### src/rtl/twf_pkg.sv
package twf_pkg;

    typedef enum logic {
        DECIM_TIME = 1'b0,
        DECIM_FREQ = 1'b1
    } decim_e;

    // Effective stage: frequency decimation walks the stages in reverse.
    function automatic int eff_stage(input int n_log2, input int r_log2,
                                     input int stage, input decim_e decim);
        int n_stages;
        n_stages = n_log2 / r_log2;
        return (decim == DECIM_FREQ) ? (n_stages + 1 - stage) : stage;
    endfunction

    function automatic int max1(input int v);
        return (v > 0) ? v : 1;
    endfunction

endpackage

### src/rtl/twf_field_split.sv
// Splits the stage field of the counter into the run digit and the run position.
module twf_field_split #(
    parameter int N_LOG2 = 6,
    parameter int R_LOG2 = 2,
    parameter int EFF    = 2,
    localparam int FIELD_W = EFF * R_LOG2,
    localparam int LOW_W   = (EFF - 1) * R_LOG2,
    localparam int LW      = (LOW_W > 0) ? LOW_W : 1
) (
    input  logic [FIELD_W-1:0] field_i,
    output logic [R_LOG2-1:0]  digit_o,
    output logic [LW-1:0]      pos_o
);

    assign digit_o = field_i[FIELD_W-1 -: R_LOG2];

    generate
        if (LOW_W > 0) begin : g_pos
            assign pos_o = field_i[LW-1:0];
        end else begin : g_no_pos
            assign pos_o = '0;
        end
    endgenerate

endmodule

### src/rtl/twf_digit_mul.sv
// Multiplies a radix digit by the run position using shift-and-add.
module twf_digit_mul #(
    parameter int R_LOG2 = 2,
    parameter int LW     = 2,
    parameter int PW     = 4
) (
    input  logic [R_LOG2-1:0] digit_i,
    input  logic [LW-1:0]     pos_i,
    output logic [PW-1:0]     prod_o
);

    logic [PW-1:0] pos_ext;
    logic [PW-1:0] partial [R_LOG2];

    assign pos_ext = PW'(pos_i);

    generate
        for (genvar j = 0; j < R_LOG2; j++) begin : g_part
            assign partial[j] = digit_i[j] ? (pos_ext << j) : '0;
        end
    endgenerate

    always_comb begin
        prod_o = '0;
        for (int j = 0; j < R_LOG2; j++) begin
            prod_o = prod_o + partial[j];
        end
    end

endmodule

### src/rtl/twf_angle_reg.sv
// Normalises the product to 2*pi/N steps and registers it with the strobe.
module twf_angle_reg #(
    parameter int N_LOG2 = 6,
    parameter int PW     = 4,
    localparam int SHIFT = N_LOG2 - PW
) (
    input  logic              clk,
    input  logic              rst_n,
    input  logic              valid_i,
    input  logic [PW-1:0]     prod_i,
    output logic [N_LOG2-1:0] angle_o,
    output logic              valid_o
);

    logic [N_LOG2-1:0] angle_next;

    assign angle_next = N_LOG2'(prod_i) << SHIFT;

    always_ff @(posedge clk or negedge rst_n) begin
        if (!rst_n) begin
            angle_o <= '0;
            valid_o <= 1'b0;
        end else begin
            valid_o <= valid_i;
            if (valid_i) begin
                angle_o <= angle_next;
            end
        end
    end

endmodule

### src/rtl/twf_angle_gen.sv
module twf_angle_gen
    import twf_pkg::*;
#(
    parameter int     N_LOG2 = 6,
    parameter int     R_LOG2 = 2,
    parameter int     STAGE  = 2,
    parameter decim_e DECIM  = DECIM_TIME
) (
    input  logic              clk,
    input  logic              rst_n,
    input  logic [N_LOG2-1:0] cnt_i,
    input  logic              valid_i,
    output logic [N_LOG2-1:0] angle_o,
    output logic              valid_o
);

    localparam int EFF     = eff_stage(N_LOG2, R_LOG2, STAGE, DECIM);
    localparam int FIELD_W = EFF * R_LOG2;
    localparam int LW      = max1((EFF - 1) * R_LOG2);

    logic [R_LOG2-1:0]  digit;
    logic [LW-1:0]      pos;
    logic [FIELD_W-1:0] prod;

    generate
        if (FIELD_W < N_LOG2) begin : g_hi
            logic unused_hi_bits;
            assign unused_hi_bits = ^cnt_i[N_LOG2-1:FIELD_W];
        end
    endgenerate

    twf_field_split #(
        .N_LOG2 (N_LOG2),
        .R_LOG2 (R_LOG2),
        .EFF    (EFF)
    ) u_split (
        .field_i (cnt_i[FIELD_W-1:0]),
        .digit_o (digit),
        .pos_o   (pos)
    );

    twf_digit_mul #(
        .R_LOG2 (R_LOG2),
        .LW     (LW),
        .PW     (FIELD_W)
    ) u_mul (
        .digit_i (digit),
        .pos_i   (pos),
        .prod_o  (prod)
    );

    twf_angle_reg #(
        .N_LOG2 (N_LOG2),
        .PW     (FIELD_W)
    ) u_reg (
        .clk     (clk),
        .rst_n   (rst_n),
        .valid_i (valid_i),
        .prod_i  (prod),
        .angle_o (angle_o),
        .valid_o (valid_o)
    );

endmodule

### config.mk
export PLATFORM = sky130hd
export DESIGN_NAME = twf_angle_gen
export DESIGN_NICKNAME = d
export VERILOG_FILES = /design/src/rtl/twf_pkg.sv /design/src/rtl/twf_field_split.sv /design/src/rtl/twf_digit_mul.sv /design/src/rtl/twf_angle_reg.sv /design/src/rtl/twf_angle_gen.sv
export SDC_FILE = /design/constraint.sdc
export NUM_CORES = 1
export LEC_CHECK = 0
export BUFFER_PORTS_ARGS = -buffer_cell sky130_fd_sc_hd__buf_4
export CORE_AREA = 2 2 39 41
export DETAILED_ROUTE_END_ITERATION = 16
export DIE_AREA = 0 0 41 43
export SETUP_SLACK_MARGIN = 0.05
export SYNTH_ARGS = -nofsm -noshare
export SYNTH_HDL_FRONTEND = slang
export SYNTH_SLANG_ARGS = --single-unit
### constraint.sdc
create_clock -name clk -period 1.85 [get_ports clk]
set_input_delay 0.0925 -clock clk [delete_from_list [all_inputs] [get_ports clk]]
set_output_delay 0.0925 -clock clk [all_outputs]
set_load 0.01 [all_outputs]
Word level (Yosys, flattened, before mapping)
Index checks and enable logic that the tools add are counted.
{"block": "op_classes", "n_mux": 2, "add_sub_neg": 1}
{"cell": "2-bit by 3-bit adder with 4-bit output", "n": 1}
{"cell": "3-bit two-way mux", "n": 1}
{"cell": "2-bit two-way mux", "n": 1}
{"block": "word_totals", "out_inout_bits": 7, "wordCells": 5, "input_bits": 9, "ff_bits": 5}

Logic depth before layout (Yosys ltp)
{"block": "logic_depth", "ltp_word": 2, "depth_mapped": 4, "depth_no_buf": 4}

Cells and area by module
Synthesis repeated with hierarchy kept, for this count alone.
{"block": "unflattened", "cells_unflattened": 22, "hier_area_um2": 269.0}
{"module": "twf_angle_reg", "area_per_inst_um2": 188.9, "cells_per_inst": 12, "seq_area_each_um2": 125.1, "n_inst": 1}
{"module": "twf_digit_mul", "area_per_inst_um2": 50.0, "cells_per_inst": 6, "seq_area_each_um2": 0.0, "n_inst": 1}
{"module": "twf_field_split", "area_per_inst_um2": 30.0, "cells_per_inst": 4, "seq_area_each_um2": 0.0, "n_inst": 1}

Least setup slack after synthesis
OpenSTA, ideal clock, no wires.
{"block": "synth_path", "path_type": "input port to flip-flop", "startpoint": "input cnt_i[2]", "endpoint": "register u_reg.angle_o[4]", "path_stages": 4, "setup_slack_ps": 809, "t_required_ps": 1725, "arrival_ps": 916, "path_buffers": 0, "setup_time_ps": 125, "cell_sequence": "and2_1 -> ha_1 -> ha_1 -> mux2_2"}
{"block": "synth_via", "elab_chain_cells": 2}
{"item": "start, declared", "line": "twf_angle_gen.sv:11", "text": "input logic [N_LOG2-1:0] cnt_i,"}
{"item": "2-bit two-way mux", "line": "twf_digit_mul.sv:19", "text": "assign partial[j] = digit_i[j] ? (pos_ext << j) : '0;"}
{"item": "2-bit by 3-bit adder with 4-bit output", "line": "twf_digit_mul.sv:26", "text": "prod_o = prod_o + partial[j];"}
{"item": "named net prod[2]", "line": "twf_angle_gen.sv:23", "text": "logic [FIELD_W-1:0] prod;"}
{"item": "end signal, assigned", "line": "twf_angle_reg.sv:26", "text": "angle_o <= angle_next;"}
{"item": "end, declared", "line": "twf_angle_reg.sv:11", "text": "output logic [N_LOG2-1:0] angle_o,"}
The timed path passes the listed nets, and every way through them passes these cells.
A chain may end at the register's enable or synchronous reset.

Worst setup path in the final report
Same ends and word-level chain as after synthesis.

==> run_results.csv <==
group,metric,value,unit
placed_design,numPlacedInstances,45,
floorplan,die_area,1760,µm²
cts,clk_latency,0.23,ns
cts,cts_resized,0,
setup_path,endpoint_kind,"flop",
power,pwr_density_cell,808,nW/µm²
timing,rsz0062_at_grt,"no",
power,p_sw_share,21.9,%
floorplan,chipWidth,41,µm
route,drt-total-wl,438,µm
run_status,outcome,"complete, no violations",
synth,ys_ff_latch,5,
power,p_int,229,µW
timing,min_period,0.961,ns
synth,syn_inst,19,
floorplan,start_util,17.0,%
finish,final_layout_size_suffix_gt1_share,50.0,%
timing,slew_viol_final,0,
setup_path,regToRegSetupSlack,1.10,ns
placed_design,hpwl,358,µm
cts,root_buffer,"clkbuf_4",
floorplan,core,1380,µm²
finish,fillers,142,
cts,cts_sinks,5,
route,drt_iter0_markers,0,
cts,cts_tree,"done",
floorplan,ios,16,
power,combPwrFrac,16.8,%
setup_path,critPathCapture,"u_reg.angle_o[4]$_DFFE_PN0P_",
finish,num-nets-final,46,
synth,synth.distinct_cells,9,
finish,antenna_cells,0,
power,p_leak,0.000191,µW
setup_path,cp.arrival,1.08,ns
cts,clk_path_buf_depth,2,
timing,setup_tns,0,ns
cts,cts_hold_buf,1,
setup_path,crit_fanout,2,
setup_path,cp.required,1.97,ns
run,maxCapViolations,0,
route,ant_nets,0,
finish,area_growth,54.3,%
route,vias_per_cell,3.50,
timing,max_freq,1.04,GHz
power,p_clk_share,41.3,%
timing,skew,0,ns
setup_path,r2r_cells,1,
timing,setup_viol,0,
finish,finalNonFillerCells,50,
grt,gr-total-overflow,0,
placed_design,gp_congestion,0.645,
setup_path,critPathKind,"in2reg",
synth,synth_top_area_share,53.2,%
grt,grt_pass1_vias,173,
route,drtPass1Iterations,1,
setup_path,regToRegEndpoint,"u_reg.angle_o[4]$_DFFE_PN0P_",
floorplan,fp-row-count,14,
route,remaining_drc_errors,0,
synth,syn_avg_cell_area,12.4,µm²
floorplan,fp.dieH,43,µm
synth,syn_area,235,µm²
grt,grt_max_degree,7,
cts,post_cts_buffers,0,
grt,grt_pass1_wl,676,µm
grt,antenna_found_initial,0,
route,num_vias,175,
timing,hold_viol_final,0,
grt,grt_usage,5.86,%
synth,synth_area_leaders,"dfrtp_1 (53%), mux2_2 (14%), ha_1 (11%), and2_1 (8.0%), buf_4 (6.4%)",
timing,post-route-period-util,52.0,%
synth,ys_warn_count,0,
setup_path,startpoint,"cnt_i[2]",
synth,yosysTopAreaCell,"dfrtp_1",
setup_path,r2r_start,"u_reg.angle_o[4]$_DFFE_PN0P_",
power,p_total,293,µW
cts,cts_buffers,3,
route,avgRoutedWirePerCell,8.76,µm
setup_path,cp-start-kind,"input pin",
power,p_sw,64.1,µW
power,pwr-share-seq,41.9,%
cts,cts.clk_slew.worst_paths,0.04,ns
cts,cts_max_level,1,
hold_path,hold_class,"in2reg",
synth,ys_seq_area_share,53.2,%
power,peakVddDrop,0.422,mV
placed_design,portBuffers,11,
-- per-stage QoR --
step	util [%]	hold slack, ns	worst slack [ns]	instance area (µm²)
after floorplan	-	-0.203	0.809	239
after global placement	23.6	-0.104	0.645	327
after detailed placement	23.6	-0.103	0.649	327
after CTS	26.2	0.00757	0.901	363
after global routing	26.2	0.00867	0.872	363
final	26.2	0.0216	0.889	363
-- registers in the layout, summed over array words and instances, names as in the netlist --
name           flops
u_reg.valid_o      1
u_reg.angle_o      4
-- Yosys cell counts (all sizes together) --
cell,instances
buf,2
o21ai,1
mux2,3
and2,3
inv,1
nand3,1
conb,1
dfrtp,5
ha,2
-- worst max-delay path: stages --
cell and delay, ns:
buf_4 0.11, and2_1 0.14, ha_1 0.19, ha_1 0.27
mux2_2 0.27
-- cell families after synthesis --
family / synth area share [%]
mux: 14.4
other cells: 1.59
simple gates: 10.1
buf+inv: 7.98
fa+ha+maj: 10.6
compound gates: 2.13
flops: 53.2
-- cell type report --
cell class                 instances  area, µm²  share of cell area, %
sequential                         5        125                   34.5
multi-input combinational         12       95.1                   26.2
inverter                           1       3.75                   1.03
tap                               16       20.0                   5.52
clock buffer                       4       26.3                   7.24
timing repair buffer              12       92.6                   25.5
-- layout by cell type (no fill, tap or decap) --
master and instances:
nand3_1 1, clkbuf_1 1, clkbuf_4 3, mux2_2 3
ha_1 2, and2_1 3, buf_4 11, inv_1 1
conb_1 2, o21ai_0 1, dfrtp_1 5, dlygate4sd3_1 1
-- worst min path at each step --
stage,startpoint,to,slack (ns),cells after the start
finish,valid_i,u_reg.valid_o$_DFF_PN0_,0.02,1
global route,valid_i,u_reg.valid_o$_DFF_PN0_,0.009,1
CTS,valid_i,u_reg.valid_o$_DFF_PN0_,0.008,1
detailed placement,rst_n,u_reg.angle_o[4]$_DFFE_PN0P_,-0.10,1
global placement,rst_n,u_reg.angle_o[4]$_DFFE_PN0P_,-0.10,1
floorplan,rst_n,u_reg.angle_o[2]$_DFFE_PN0P_,-0.20,0
-- power groups by stage --
stage / Combinational (µW) / Sequential (µW) / Clock (µW)
3_5_place_dp: 48.4 / 124 / 0
6_report: 49.3 / 123 / 121
5_1_grt: 55.3 / 125 / 136
2_1_floorplan: 16.6 / 129 / 0
4_1_cts: 50.1 / 123 / 128
3_3_place_gp: 48.0 / 124 / 0
-- layer usage --
metal	GRT usage (%)	vias to the layer above	routed length [µm]
li1	-	90	-
met5	0	-	0
met3	5.24	0	51
met1	7.24	76	202
met4	2.00	0	0
met2	7.19	9	184
(Power assumes the default switching activity.)
